--- src/rtl/meter_panel_pkg.sv ---
package meter_panel_pkg;

    typedef enum logic [1:0] {
        PH_BOOT = 2'd0,
        PH_SHOW = 2'd1,
        PH_EDIT = 2'd2
    } panel_phase_t;

    localparam int MODE_W     = 3;
    localparam logic [MODE_W-1:0] VIEW_FIRST = 3'd1;
    localparam logic [MODE_W-1:0] VIEW_LAST  = 3'd7;
    localparam logic [MODE_W-1:0] VIEW_PRICE = 3'd7;

    typedef logic [3:0] bcd_digit_t;

endpackage

--- src/rtl/meter_tick_count.sv ---
module meter_tick_count #(
    parameter int LIMIT = 10
) (
    input  logic clk,
    input  logic rst_n,
    input  logic clr,
    input  logic en,
    input  logic tick,
    output logic done
);
    localparam int CW = $clog2(LIMIT + 1);
    localparam logic [CW-1:0] TOP = CW'(LIMIT);

    logic [CW-1:0] cnt;

    // Saturating count of ticks since the last clear
    always_ff @(posedge clk) begin
        if (!rst_n || clr) begin
            cnt <= '0;
        end else if (en && tick && (cnt != TOP)) begin
            cnt <= cnt + 1'b1;
        end
    end

    assign done = (cnt == TOP);

endmodule

--- src/rtl/meter_price_digits.sv ---
module meter_price_digits
    import meter_panel_pkg::*;
#(
    parameter int DIGITS = 4,
    parameter int SEL_W  = 2
) (
    input  logic                  clk,
    input  logic                  rst_n,
    input  logic                  inc_req,
    input  logic                  dec_req,
    input  logic [SEL_W-1:0]      sel,
    output logic [4*DIGITS-1:0]   price
);
    // Each digit is an independent modulo-10 counter; no carry between them
    for (genvar g = 0; g < DIGITS; g++) begin : g_digit
        bcd_digit_t d;
        logic       hit;

        assign hit = (sel == SEL_W'(g));

        always_ff @(posedge clk) begin
            if (!rst_n) begin
                d <= 4'd0;
            end else if (hit && inc_req) begin
                d <= (d == 4'd9) ? 4'd0 : d + 4'd1;
            end else if (hit && dec_req) begin
                d <= (d == 4'd0) ? 4'd9 : d - 4'd1;
            end
        end

        assign price[4*g +: 4] = d;
    end

endmodule

--- src/rtl/meter_mode_fsm.sv ---
module meter_mode_fsm
    import meter_panel_pkg::*;
#(
    parameter int DIGITS = 4,
    parameter int SEL_W  = 2
) (
    input  logic               clk,
    input  logic               rst_n,
    input  logic               btn_func,
    input  logic               btn_cost,
    input  logic               btn_up,
    input  logic               btn_down,
    input  logic               boot_done,
    input  logic               hold_done,
    input  logic               idle_done,
    input  logic               ovl_flag,
    output panel_phase_t       phase,
    output logic [MODE_W-1:0]  disp_mode,
    output logic [SEL_W-1:0]   digit_sel,
    output logic               inc_req,
    output logic               dec_req,
    output logic               all_seg,
    output logic               set_active,
    output logic               blink_en
);
    localparam logic [SEL_W-1:0] SEL_TOP = SEL_W'(DIGITS - 1);

    panel_phase_t phase_nx;

    // State register
    always_ff @(posedge clk) begin
        if (!rst_n) begin
            phase <= PH_BOOT;
        end else begin
            phase <= phase_nx;
        end
    end

    // Transitions
    always_comb begin
        phase_nx = phase;
        unique case (phase)
            PH_BOOT: if (boot_done)              phase_nx = PH_SHOW;
            PH_SHOW: if (hold_done)              phase_nx = PH_EDIT;
            PH_EDIT: if (btn_cost || idle_done)  phase_nx = PH_SHOW;
            default:                             phase_nx = PH_BOOT;
        endcase
    end

    // Registered outputs: view number and digit cursor
    always_ff @(posedge clk) begin
        if (!rst_n) begin
            disp_mode <= VIEW_FIRST;
            digit_sel <= SEL_TOP;
        end else begin
            unique case (phase)
                PH_BOOT: begin
                    disp_mode <= VIEW_FIRST;
                end
                PH_SHOW: begin
                    if (hold_done) begin
                        disp_mode <= VIEW_PRICE;
                        digit_sel <= SEL_TOP;
                    end else if (btn_cost) begin
                        disp_mode <= VIEW_PRICE;
                    end else if (btn_func) begin
                        disp_mode <= (disp_mode == VIEW_LAST) ? VIEW_FIRST
                                                              : disp_mode + 1'b1;
                    end
                end
                PH_EDIT: begin
                    if (btn_cost || idle_done) begin
                        disp_mode <= VIEW_PRICE;
                    end else if (btn_func) begin
                        digit_sel <= (digit_sel == '0) ? SEL_TOP
                                                       : digit_sel - 1'b1;
                    end
                end
                default: begin
                    disp_mode <= VIEW_FIRST;
                end
            endcase
        end
    end

    // Decoded flags; UP takes priority over DOWN on a simultaneous press
    always_comb begin
        inc_req    = (phase == PH_EDIT) && btn_up;
        dec_req    = (phase == PH_EDIT) && btn_down && !btn_up;
        set_active = (phase == PH_EDIT);
        all_seg    = (phase == PH_BOOT) && !ovl_flag;
        blink_en   = (phase == PH_EDIT) && !ovl_flag;
    end

endmodule

--- src/rtl/meter_panel_ctrl.sv ---
module meter_panel_ctrl
    import meter_panel_pkg::*;
#(
    parameter int DIGITS       = 4,
    parameter int STARTUP_SECS = 60,
    parameter int HOLD_SECS    = 3,
    parameter int IDLE_SECS    = 10,
    localparam int SEL_W       = (DIGITS > 1) ? $clog2(DIGITS) : 1,
    localparam int PRICE_W     = 4 * DIGITS
) (
    input  logic                clk,
    input  logic                rst_n,
    input  logic                sec_tick,
    input  logic                btn_func,
    input  logic                btn_cost,
    input  logic                btn_up,
    input  logic                btn_down,
    input  logic                cost_held,
    input  logic                over_limit,
    output logic [2:0]          disp_mode,
    output logic                all_seg,
    output logic                set_active,
    output logic [SEL_W-1:0]    digit_sel,
    output logic                blink_en,
    output logic [PRICE_W-1:0]  price_bcd,
    output logic                overload_show,
    output logic                alarm
);
    localparam int HOLD_TICKS = HOLD_SECS + 1;

    panel_phase_t phase;
    logic boot_done, hold_done, idle_done;
    logic inc_req, dec_req;
    logic ovl_q;
    logic any_btn;

    assign any_btn = btn_func | btn_cost | btn_up | btn_down;

    always_ff @(posedge clk) begin
        if (!rst_n) begin
            ovl_q <= 1'b0;
        end else begin
            ovl_q <= over_limit;
        end
    end

    assign overload_show = ovl_q;
    assign alarm         = ovl_q;

    meter_tick_count #(.LIMIT(STARTUP_SECS)) u_boot_cnt (
        .clk  (clk),
        .rst_n(rst_n),
        .clr  (1'b0),
        .en   (phase == PH_BOOT),
        .tick (sec_tick),
        .done (boot_done)
    );

    meter_tick_count #(.LIMIT(HOLD_TICKS)) u_hold_cnt (
        .clk  (clk),
        .rst_n(rst_n),
        .clr  (!cost_held || (phase != PH_SHOW)),
        .en   (1'b1),
        .tick (sec_tick),
        .done (hold_done)
    );

    meter_tick_count #(.LIMIT(IDLE_SECS)) u_idle_cnt (
        .clk  (clk),
        .rst_n(rst_n),
        .clr  (any_btn || (phase != PH_EDIT)),
        .en   (1'b1),
        .tick (sec_tick),
        .done (idle_done)
    );

    meter_mode_fsm #(.DIGITS(DIGITS), .SEL_W(SEL_W)) u_fsm (
        .clk       (clk),
        .rst_n     (rst_n),
        .btn_func  (btn_func),
        .btn_cost  (btn_cost),
        .btn_up    (btn_up),
        .btn_down  (btn_down),
        .boot_done (boot_done),
        .hold_done (hold_done),
        .idle_done (idle_done),
        .ovl_flag  (ovl_q),
        .phase     (phase),
        .disp_mode (disp_mode),
        .digit_sel (digit_sel),
        .inc_req   (inc_req),
        .dec_req   (dec_req),
        .all_seg   (all_seg),
        .set_active(set_active),
        .blink_en  (blink_en)
    );

    meter_price_digits #(.DIGITS(DIGITS), .SEL_W(SEL_W)) u_price (
        .clk    (clk),
        .rst_n  (rst_n),
        .inc_req(inc_req),
        .dec_req(dec_req),
        .sel    (digit_sel),
        .price  (price_bcd)
    );

endmodule

--- config.mk ---
export PLATFORM = sky130hd
export DESIGN_NAME = meter_panel_ctrl
export DESIGN_NICKNAME = d
export VERILOG_FILES = /design/src/rtl/meter_panel_pkg.sv /design/src/rtl/meter_tick_count.sv /design/src/rtl/meter_price_digits.sv /design/src/rtl/meter_mode_fsm.sv /design/src/rtl/meter_panel_ctrl.sv
export SDC_FILE = /design/constraint.sdc
export NUM_CORES = 1
export LEC_CHECK = 0
export BUFFER_PORTS_ARGS = -buffer_cell sky130_fd_sc_hd__buf_4
export CAP_MARGIN = 5
export CORE_ASPECT_RATIO = 1.25
export CORE_UTILIZATION = 25
export DETAILED_ROUTE_END_ITERATION = 12
export PLACE_DENSITY = 0.46
export SLEW_MARGIN = 20
export SYNTH_ARGS = -nofsm -noshare
export SYNTH_HDL_FRONTEND = slang
export SYNTH_SLANG_ARGS = --single-unit
--- constraint.sdc ---
create_clock -name clk -period 2.2 [get_ports clk]
set_input_delay 0.44 -clock clk [delete_from_list [all_inputs] [get_ports clk]]
set_output_delay 0.44 -clock clk [all_outputs]
set_load 0.01 [all_outputs]
After elaboration in Yosys (flattened, before gate mapping)
Cells that the tools add are included.
Widths: inputs -> output; s select.
- output and inout port bits: 26
- logic and storage cells: 122
- input port bits: 9
- bits in registers: 37
- reduce and logical (&&, ||, !) cells: 40
- muxes and demuxes: 31
- bitwise logic cells: 3
- add/subtract/negate cells: 13
- equality and inequality tests: 24
- operator list (cell ; count):
    $mux 4 ; 16
    $add 4x1->4 const B ; 5
    $eq 4x4->1 const B ; 5
    $logic_and 1x1->1 ; 17
    $logic_not 4->1 ; 4
    $sub 4x1->4 const B ; 4
    $mux 3 ; 5
    $mux 2 ; 7
    $ne 2x2->1 const B ; 5
    $reduce_bool 2->1 ; 5
    $ne 4x4->1 const B ; 2
    $add 3x1->3 const B ; 2
    $add 6x1->6 const B ; 1
    $eq 2x2->1 const B ; 3
    $eq 3x3->1 const B ; 2
    $eq 6x6->1 const B ; 1
    $ne 6x6->1 const B ; 1
    $pmux 2 s3 ; 1
    $pmux 3 s2 ; 1
    $logic_or 1x1->1 ; 5
    $eq 2x1->1 const B ; 2
    $logic_not 1->1 ; 4
    $logic_not 2->1 ; 2
    $ne 2x1->1 const B ; 2
    7 further kinds ; 9

Longest topological paths before layout
Gate-level depths: netlist (run 1).
- word-level depth: 6
- mapped depth: 8
- gate-level depth less buffers: 6

Cells and area by module
A second synthesis (run 1) with hierarchy kept.
- cell total of the unflattened synthesis: 312
- area total of the unflattened synthesis: 2514.9 um2
- modules (own cells, without submodules) (module ; area each (um2) ; sequential area each (um2) ; instances ; cells each):
    meter_price_digits ; 1167.4 ; 320.3 ; 1 ; 159
    meter_mode_fsm ; 524.3 ; 140.1 ; 1 ; 60
    meter_tick_count at u_boot_cnt ; 359.1 ; 120.1 ; 1 ; 39
    meter_tick_count at u_idle_cnt ; 221.5 ; 80.1 ; 1 ; 26
    meter_tick_count at u_hold_cnt ; 176.4 ; 60.1 ; 1 ; 19
    meter_panel_ctrl ; 66.3 ; 20.0 ; 1 ; 9

Worst setup path before layout (run 1)
No wires, ideal clock.
- kind: register to register
- start: register u_fsm.digit_sel[0]
- end: register u_price.g_digit[2].d[3]
- data arrival time: 1789 ps
- setup time: 59 ps
- path buffers: 1
- period minus slack after synthesis: 1847 ps
- cell stages (with the launch flop): 8
- data required time: 2141 ps
- setup slack: 353 ps
- path through: dfxtp_1 > inv_1 > ha_1 > and3_2 > clkbuf_1 > or4_1 > a21oi_1 > o221a_2
- cells in the longest elaborated chain, start to end: 3
- elaborated cells between the ends (all ways): 5
- those cells by class: eq/ne: 1; mux: 1; reduce/logical: 3
- RTL lines (element ; line ; source):
    from (decl) ; meter_mode_fsm.sv:19 ; output logic [SEL_W-1:0] digit_sel,
    from (signal assigned) ; meter_mode_fsm.sv:75 ; digit_sel <= (digit_sel == '0) ? SEL_TOP
    $eq 2x2->1 * ; meter_price_digits.sv:19 ; assign hit = (sel == SEL_W'(g));
    $logic_and 1x1->1, on equally long branches ; meter_price_digits.sv:24, meter_price_digits.sv:26 ;
    $mux 4 / $reduce_bool 2->1 (equally long branches) ; n/a ;
    to (signal assigned) ; meter_price_digits.sv:25 ; d <= (d == 4'd9) ? 4'd0 : d + 4'd1;
    to (signal assigned) ; meter_price_digits.sv:27 ; d <= (d == 4'd0) ? 4'd9 : d - 4'd1;
    to (decl) ; meter_price_digits.sv:16 ; bcd_digit_t d;
Every way passes the cells marked *; elsewhere a longest branch is shown, timed or not.
A chain may end at the register's enable or synchronous reset.

Final worst setup path (run 1)
- start: register u_fsm.phase[0]
- end: register u_price.g_digit[2].d[3]
- cells in the longest elaborated chain, start to end: 5
- elaborated cells between the ends (all ways): 8
- those cells by class: eq/ne: 1; mux: 1; reduce/logical: 6
- RTL lines (element ; line ; source):
    from (decl) ; meter_mode_fsm.sv:17 ; output panel_phase_t phase,
    from (signal assigned) ; meter_mode_fsm.sv:35 ; phase <= phase_nx;
    $eq 2x2->1 * ; meter_mode_fsm.sv:88, meter_mode_fsm.sv:89 ;
    $logic_and 1x1->1 (2 in series) ; meter_mode_fsm.sv:89 ; dec_req = (phase == PH_EDIT) && btn_down && !btn_up;
    $logic_and 1x1->1 ; meter_price_digits.sv:26 ; end else if (hit && dec_req) begin
    $reduce_bool 2->1 (no line) ; n/a ;
Marked as above.

==> reports/qor.json, run 1 <==
{
  "cts_max_path_buffers": {"value": 2},
  "power.clock.fraction": {"value": 0.347},
  "worst_pin_slew": {"value": 0.540, "unit": "ns"},
  "cap_violations": {"value": 0},
  "seqPwrFrac": {"value": 0.337},
  "final_antenna_net_count": {"value": 0},
  "clock_latency": {"value": 0.28, "unit": "ns"},
  "hold_end": {"value": "alarm$_SDFF_PN0_"},
  "final_nets": {"value": 339},
  "gpl.final_weighted_congestion": {"value": 0.754},
  "worst_vdd_rail_ir_drop": {"value": 0.299, "unit": "mV"},
  "run_status": {"value": "complete, no violations"},
  "p_total": {"value": 2.41, "unit": "mW"},
  "area_delta_synth_final": {"value": 22.2, "unit": "%"},
  "cts_resized": {"value": 0},
  "num_rows": {"value": 39},
  "vias": {"value": 2140},
  "worstRegToRegCells": {"value": 7},
  "synth_async_reset_ratio": {"value": 0},
  "switching_share": {"value": 0.328},
  "netlist-cell-type-count": {"value": 53},
  "cp_max_fo": {"value": 13},
  "postSynthRegisterBits": {"value": 37},
  "timing.reg2reg.setup_slack": {"value": 0.28, "unit": "ns"},
  "initial_utilization": {"value": 0.257},
  "number_of_antenna_violations_at_the_first_check_in_global_routing": {"value": 0},
  "pwr_density_cell": {"value": 838, "unit": "nW/um2"},
  "dieWidth": {"value": 88.9, "unit": "um"},
  "finalClockSkew": {"value": 0.00824, "unit": "ns"},
  "postCtsHoldBufs": {"value": 0},
  "cts_post_setup_buffers_inserted": {"value": 0},
  "synthesis.instances": {"value": 289},
  "worst_setup_path_end_kind": {"value": "register"},
  "critPathLaunchType": {"value": "register"},
  "cts_made_buffers": {"value": 5},
  "fraction_of_the_yosys_area_taken_by_sequential_cells": {"value": 0.314},
  "fin_util": {"value": 0.314},
  "wl": {"value": 5580, "unit": "um"},
  "rsz0062_at_grt": {"value": "no"},
  "number_of_filler_cells_placed_in_the_layout": {"value": 1033},
  "worstReg2RegEnd": {"value": "u_price.g_digit[2].d[3]$_SDFFE_PN0P_"},
  "synth_nets": {"value": 314},
  "holdCritStartpoint": {"value": "over_limit"},
  "p_int": {"value": 1.62, "unit": "mW"},
  "grt_first_pass_wirelength": {"value": 9520, "unit": "um"},
  "report.final.setup_viol": {"value": 0},
  "worstSetupPathType": {"value": "register to register"},
  "final_instance_area": {"value": 2880, "unit": "um2"},
  "grt.overflow.total": {"value": 0},
  "tritoncts_clock_tree": {"value": "done"},
  "reg2reg_from": {"value": "u_fsm.phase[0]$_SDFFE_PN0P_"},
  "setup_tns": {"value": 0, "unit": "ns"},
  "root_buffer": {"value": "sky130_fd_sc_hd__clkbuf_16"},
  "first_global_vias": {"value": 2019},
  "vias_per_cell": {"value": 4.89},
  "std_cell_core_area": {"value": 9170, "unit": "um2"},
  "hold_violations": {"value": 0},
  "post_dp_cell_area": {"value": 2710, "unit": "um2"},
  "die_area": {"value": 9830, "unit": "um2"},
  "synth_edf_count": {"value": 0},
  "diodes": {"value": 0},
  "setup_ws": {"value": 0.281, "unit": "ns"},
  "min_delay_path_depth": {"value": 2},
  "synth-warning-count": {"value": 0},
  "synthesis.area_per_instance": {"value": 8.16, "unit": "um2"},
  "detail_route.first_pass.iterations": {"value": 4},
  "chipHeight": {"value": 111, "unit": "um"},
  "cp.required": {"value": 2.43, "unit": "ns"},
  "combinational_fraction_of_design_power": {"value": 0.316},
  "finalWorstPathRequiredPeriod": {"value": 1.92, "unit": "ns"},
  "worstPathArrival": {"value": 2.15, "unit": "ns"},
  "hp-class": {"value": "input port to register"},
  "min_period_over_period": {"value": 0.872},
  "final_layout_size_suffix_gt1_frac": {"value": 0.184},
  "post_synth_instance_area": {"value": 2360, "unit": "um2"},
  "post-route-drc-count": {"value": 0},
  "leakagePower": {"value": 1.19, "unit": "nW"},
  "slew_headroom": {"value": 0.639},
  "first_iter_violations": {"value": 66},
  "final-max-slew-violation-count": {"value": 0},
  "cts_sinks": {"value": 37},
  "num_io_pins": {"value": 35},
  "power.switching": {"value": 0.793, "unit": "mW"},
  "cts.clk_slew.worst_paths": {"value": 0.07, "unit": "ns"},
  "grt_use_total": {"value": 0.121},
  "placement_stage_worst_setup_slack": {"value": 0.319, "unit": "ns"},
  "htree_levels": {"value": 2},
  "synth_flop_cell": {"value": "sky130_fd_sc_hd__dfxtp_1"},
  "post_drt_wl_per_cell": {"value": 12.7, "unit": "um"},
  "largest_net_degree_at_the_start_of_global_routing": {"value": 21},
  "max_clk_rate": {"value": 521, "unit": "MHz"},
  "dp_hpwl": {"value": 4030, "unit": "um"},
  "buffer_ports.inserted": {"value": 34}
}
[cell families (layout without fill, tap and decap cells)]
logic type	Yosys count	count (layout)	share of synthesized area
AOI/OAI and AO/OA	73	73	0.213
buffers and inverters	35	61	0.0626
and+or+nand+nor	106	106	0.241
adders and majority gates	16	16	0.0849
xor gates and xnor gates	18	18	0.0668
DFF	37	37	0.314
muxes	4	4	0.0170
[power by group through the flow]
stage	combinational (mW)	sequential, mW	clock (mW)
floorplan	0.522	0.809	0
global placement	0.771	0.823	0
detailed placement	0.769	0.824	0
CTS	0.775	0.812	0.862
global route	0.853	0.825	0.894
finish	0.763	0.815	0.837
[cell usage after synthesis, types with 7 or more instances]
master	n	area [um2]
sky130_fd_sc_hd__dfxtp_1	37	741
sky130_fd_sc_hd__nor2_1	26	97.6
sky130_fd_sc_hd__a21oi_1	18	90.1
sky130_fd_sc_hd__nand2_1	17	63.8
sky130_fd_sc_hd__ha_1	16	200
sky130_fd_sc_hd__clkbuf_1	14	52.6
sky130_fd_sc_hd__inv_1	14	52.6
sky130_fd_sc_hd__nand3_1	14	70.1
sky130_fd_sc_hd__xnor2_1	12	105
sky130_fd_sc_hd__o21ai_0	11	55.1
sky130_fd_sc_hd__a31oi_1	7	43.8
sky130_fd_sc_hd__and3_1	7	43.8
[worst max-delay path, cell delays in order (launching register included)]
cell                      delay, ns
sky130_fd_sc_hd__dfxtp_1       0.39
sky130_fd_sc_hd__inv_1         0.08
sky130_fd_sc_hd__ha_1          0.21
sky130_fd_sc_hd__buf_4         0.17
sky130_fd_sc_hd__and3_2        0.27
sky130_fd_sc_hd__or4_1         0.41
sky130_fd_sc_hd__a21oi_1       0.14
sky130_fd_sc_hd__o221a_2       0.19
[metal layers]
metal  GRT usage  vias up  part of all wire
met5           0        -                 0
met4      0.0366        0             0.013
met3      0.0247        7             0.036
met2       0.207       41              0.48
met1       0.150     1002              0.47
li1            -     1090                 -
[per-stage QoR]
step	cells	hold slack [ns]
6_report	438	0.359
3_3_place_gp	430	0.465
3_5_place_dp	430	0.478
4_1_cts	438	0.357
5_1_grt	438	0.360
2_1_floorplan	289	0.453
[flip-flops by register name, summed over array words and instances, names as in the netlist]
signal	flops
alarm	1
u_boot_cnt.cnt	6
u_fsm.digit_sel	2
u_fsm.disp_mode	3
u_fsm.phase	2
u_hold_cnt.cnt	3
u_idle_cnt.cnt	4
u_price.g_digit.d	16
[layout by cell type (no fill, tap or decap), types with 3 or more instances in the layout]
| cell | n |
|---|---|
| sky130_fd_sc_hd__o211ai_1 | 3 |
| sky130_fd_sc_hd__o31ai_1 | 3 |
| sky130_fd_sc_hd__or3_1 | 6 |
| sky130_fd_sc_hd__and3_2 | 6 |
| sky130_fd_sc_hd__xnor2_1 | 12 |
| sky130_fd_sc_hd__and3_1 | 7 |
| sky130_fd_sc_hd__clkbuf_16 | 5 |
| sky130_fd_sc_hd__or4_1 | 3 |
| sky130_fd_sc_hd__a211oi_1 | 5 |
| sky130_fd_sc_hd__buf_4 | 39 |
| sky130_fd_sc_hd__a21boi_0 | 4 |
| sky130_fd_sc_hd__nor2_1 | 26 |
| sky130_fd_sc_hd__nor4_1 | 3 |
| sky130_fd_sc_hd__ha_1 | 16 |
| sky130_fd_sc_hd__nand2b_1 | 5 |
| sky130_fd_sc_hd__nand4_1 | 3 |
| sky130_fd_sc_hd__a31oi_1 | 7 |
| sky130_fd_sc_hd__mux2i_1 | 4 |
| sky130_fd_sc_hd__o21ai_0 | 11 |
| sky130_fd_sc_hd__nand2_1 | 17 |
| sky130_fd_sc_hd__nor3_1 | 3 |
| sky130_fd_sc_hd__nand3_1 | 14 |
| sky130_fd_sc_hd__a21oi_1 | 18 |
| sky130_fd_sc_hd__o211a_1 | 3 |
| sky130_fd_sc_hd__inv_1 | 14 |
| sky130_fd_sc_hd__xor2_1 | 6 |
| sky130_fd_sc_hd__dfxtp_1 | 37 |
| sky130_fd_sc_hd__o21a_1 | 3 |
[layout make-up]
class | count | area (um2) | area share
tap | 123 | 154 | 0.0534
clock buffer | 5 | 125 | 0.0434
multi-input combinational | 217 | 1470 | 0.510
inverter | 14 | 52.6 | 0.0182
sequential | 37 | 741 | 0.257
timing repair buffer | 39 | 293 | 0.102
clock inverter | 3 | 46.3 | 0.0161
[worst max path at each step]
stage                                                from  cells after the start                              endpoint
after floorplan           u_fsm.digit_sel[0]$_SDFFE_PN1P_                      7  u_price.g_digit[2].d[3]$_SDFFE_PN0P_
after global placement        u_fsm.phase[0]$_SDFFE_PN0P_                      7  u_price.g_digit[2].d[3]$_SDFFE_PN0P_
after detailed placement      u_fsm.phase[0]$_SDFFE_PN0P_                      7  u_price.g_digit[2].d[3]$_SDFFE_PN0P_
after CTS                     u_fsm.phase[0]$_SDFFE_PN0P_                      6                              blink_en
after global routing          u_fsm.phase[0]$_SDFFE_PN0P_                      7       u_fsm.disp_mode[1]$_SDFFE_PN0P_
final                         u_fsm.phase[0]$_SDFFE_PN0P_                      7  u_price.g_digit[2].d[3]$_SDFFE_PN0P_
Power figures use the tool's default switching activity.
==> run 2, diff against run 1 <==
--- a/config.mk
+++ b/config.mk
@@ -10,8 +10,11 @@
 export CORE_ASPECT_RATIO = 1.25
 export CORE_UTILIZATION = 25
 export DETAILED_ROUTE_END_ITERATION = 12
+export MAX_ROUTING_LAYER = met4
 export PLACE_DENSITY = 0.46
+export SETUP_SLACK_MARGIN = 0.2
 export SLEW_MARGIN = 20
 export SYNTH_ARGS = -nofsm -noshare
 export SYNTH_HDL_FRONTEND = slang
+export SYNTH_HIERARCHICAL = 1
 export SYNTH_SLANG_ARGS = --single-unit
==> reports/qor.json, run 2 <==
{
  "worst_pin_slew": {"value": 0.512, "unit": "ns"},
  "critPathLaunchType": {"value": "register"},
  "post-route-drc-count": {"value": 0},
  "layout.cells.most_common_list": {"value": "45 x sky130_fd_sc_hd__buf_4, 34 x sky130_fd_sc_hd__dfxtp_1, 25 x sky130_fd_sc_hd__nand2_1"},
  "synth_top_area_frac": {"value": 0.295},
  "buffer_ports.inserted": {"value": 34},
  "yosys.cell_count.top_type": {"value": "sky130_fd_sc_hd__dfxtp_1"},
  "grt_use_total": {"value": 0.122},
  "synth_edf_count": {"value": 0},
  "postSynthRegisterBits": {"value": 37},
  "area_delta_synth_final": {"value": 25.7, "unit": "%"},
  "final_instance_area": {"value": 3160, "unit": "um2"},
  "finalClockSkew": {"value": 0.00659, "unit": "ns"},
  "placed_cells_incl_taps": {"value": 465},
  "root_buffer": {"value": "sky130_fd_sc_hd__clkbuf_16"},
  "setup_ws": {"value": 0.266, "unit": "ns"},
  "fin_util": {"value": 0.326},
  "tritoncts_clock_tree": {"value": "done"},
  "placement_stage_worst_setup_slack": {"value": 0.169, "unit": "ns"},
  "synthesis.instances": {"value": 312},
  "grt.overflow.total": {"value": 0},
  "htree_levels": {"value": 2},
  "number_of_antenna_violations_at_the_first_check_in_global_routing": {"value": 0},
  "p_total": {"value": 1.64, "unit": "mW"},
  "cp_max_fo": {"value": 6},
  "final_cell_count_without_fillers": {"value": 480},
  "final-max-slew-violation-count": {"value": 0},
  "rsz0062_at_grt": {"value": "yes"},
  "layout_commonest_cell": {"value": "sky130_fd_sc_hd__buf_4"},
  "gpl.final_weighted_congestion": {"value": 0.753},
  "vias_per_cell": {"value": 4.90},
  "report.final.setup_viol": {"value": 0},
  "synth_async_reset_ratio": {"value": 0},
  "post_drt_wl_per_cell": {"value": 12.7, "unit": "um"},
  "run_status": {"value": "complete, no violations"},
  "cts_max_path_buffers": {"value": 2},
  "pwr_density_cell": {"value": 518, "unit": "nW/um2"},
  "slew_headroom": {"value": 0.657},
  "die_area": {"value": 10500, "unit": "um2"},
  "min_period_over_period": {"value": 0.879},
  "cts_sinks": {"value": 37},
  "diodes": {"value": 0},
  "synth.cells.most_frequent": {"value": "37 x sky130_fd_sc_hd__dfxtp_1, 26 x sky130_fd_sc_hd__nand2_1, 22 x sky130_fd_sc_hd__nor2_1"},
  "synth_flop_cell": {"value": "sky130_fd_sc_hd__dfxtp_1"},
  "worstSetupPathType": {"value": "register to register"},
  "initial_utilization": {"value": 0.259},
  "std_cell_core_area": {"value": 9710, "unit": "um2"},
  "cts_made_buffers": {"value": 5},
  "worst_vdd_rail_ir_drop": {"value": 0.343, "unit": "mV"},
  "chipHeight": {"value": 114, "unit": "um"},
  "num_rows": {"value": 40},
  "postCtsHoldBufs": {"value": 0},
  "cts.clk_slew.worst_paths": {"value": 0.06, "unit": "ns"},
  "first_iter_violations": {"value": 130},
  "post_dp_cell_area": {"value": 2920, "unit": "um2"},
  "hold_violations": {"value": 0},
  "largest_reg_flops": {"value": 16},
  "final_antenna_net_count": {"value": 0},
  "finalHoldWorstSlack": {"value": 0.359, "unit": "ns"},
  "wl": {"value": 6110, "unit": "um"},
  "dieWidth": {"value": 91.7, "unit": "um"},
  "final_nets": {"value": 375},
  "synth-warning-count": {"value": 6},
  "first_global_vias": {"value": 2111},
  "final_layout_size_suffix_gt1_frac": {"value": 0.218},
  "vias": {"value": 2350},
  "finalWorstPathRequiredPeriod": {"value": 1.93, "unit": "ns"},
  "hp-class": {"value": "input port to register"},
  "netlist-cell-type-count": {"value": 69},
  "max_flop_register": {"value": "u_price/g_digit.d"},
  "fraction_of_the_yosys_area_taken_by_sequential_cells": {"value": 0.295},
  "worst_setup_path_end_kind": {"value": "register"},
  "largest_net_degree_at_the_start_of_global_routing": {"value": 25},
  "leakagePower": {"value": 1.28, "unit": "nW"},
  "yosys.area.top_type": {"value": "sky130_fd_sc_hd__dfxtp_1"},
  "layout_top_registers": {"value": "u_price/g_digit.d x16, u_boot_cnt/cnt x6, u_idle_cnt/cnt x4"},
  "number_of_filler_cells_placed_in_the_layout": {"value": 1056},
  "synth_top_cells_by_area": {"value": "sky130_fd_sc_hd__dfxtp_1 29%, sky130_fd_sc_hd__ha_1 6.5%, sky130_fd_sc_hd__nand2_1 3.9%, sky130_fd_sc_hd__o21ai_0 3.6%, sky130_fd_sc_hd__nor2_1 3.3%"},
  "dp_hpwl": {"value": 4360, "unit": "um"},
  "max_clk_rate": {"value": 517, "unit": "MHz"},
  "num_io_pins": {"value": 35},
  "worstPathArrival": {"value": 2.14, "unit": "ns"},
  "detail_route.first_pass.iterations": {"value": 5},
  "cap_violations": {"value": 0},
  "synthesis.area_per_instance": {"value": 8.06, "unit": "um2"},
  "grt_first_pass_wirelength": {"value": 10000, "unit": "um"},
  "post_synth_instance_area": {"value": 2510, "unit": "um2"},
  "setup_tns": {"value": 0, "unit": "ns"},
  "cp.required": {"value": 2.41, "unit": "ns"},
  "clock_latency": {"value": 0.28, "unit": "ns"}
}
==> run 2: per-layer routing <==
metal,track usage,part of all wire
met1,0.151,0.47
met3,0.0219,0.035
met4,0.0469,0.015
met5,-,0
met2,0.198,0.48
==> run 2: worst max-delay path, cell delays in order, from the launching register on <==
cell                      delay [ns]
sky130_fd_sc_hd__dfxtp_4        0.37
sky130_fd_sc_hd__inv_4          0.07
sky130_fd_sc_hd__ha_4           0.14
sky130_fd_sc_hd__nand2_2        0.06
sky130_fd_sc_hd__nor2_4         0.13
sky130_fd_sc_hd__nor2_2         0.06
sky130_fd_sc_hd__or3b_4         0.41
sky130_fd_sc_hd__or4_1          0.50
sky130_fd_sc_hd__a21oi_1        0.12
==> run 2: logic make-up after synthesis <==
| group | after synthesis | share of synthesized area |
|---|---|---|
| and+or+nand+nor | 126 | 0.286 |
| AOI/OAI and AO/OA | 81 | 0.227 |
| DFF | 37 | 0.295 |
| buffers and inverters | 35 | 0.0587 |
| adders and majority gates | 13 | 0.0647 |
| xor gates and xnor gates | 11 | 0.0383 |
| muxes | 7 | 0.0284 |
| other | 2 | 0.00299 |
==> run 2: path summary, 6_finish.rpt <==
path / start / to / slack [ns] / cells after the start
worst min-delay path: over_limit / alarm$_SDFF_PN0_ / 0.36 / 2
worst min register to register: u_fsm/disp_mode[1]$_SDFFE_PN0P_ / u_fsm/disp_mode[1]$_SDFFE_PN0P_ / 0.49 / 2
worst max register to register: u_fsm/phase[0]$_SDFFE_PN0P_ / u_price/g_digit[2].d[1]$_SDFFE_PN0P_ / 0.27 / 8
worst max-delay path: u_fsm/phase[0]$_SDFFE_PN0P_ / u_price/g_digit[2].d[1]$_SDFFE_PN0P_ / 0.27 / 8
==> run 2: what timing repair did <==
item                                    in CTS  in global routing
gates resized for setup                      1                  6
endpoints found under the setup margin       1                  4
cloned                                       0                  0
pin swaps                                    0                  3
buffers inserted                             1                  6
==> run 2: cell type report <==
cell class                      instances  area, um2  area share
Multi-Input combinational cell        245       1670       0.529
Sequential cell                        37        747       0.236
Timing Repair Buffer                   45        338       0.107
Tap cell                              126        158      0.0499
Clock buffer                            7        143      0.0451
Inverter                               19       73.8      0.0233
Clock inverter                          1       30.0     0.00950
==> run 2: report_power, final <==
part | internal [mW] | leakage (nW) | total [mW] | switching (mW)
Clock | 0.566 | 0.0841 | 0.847 | 0.281
Combinational | 0.0496 | 0.899 | 0.109 | 0.0596
Sequential | 0.675 | 0.300 | 0.682 | 0.00705
Total | 1.29 | 1.28 | 1.64 | 0.347
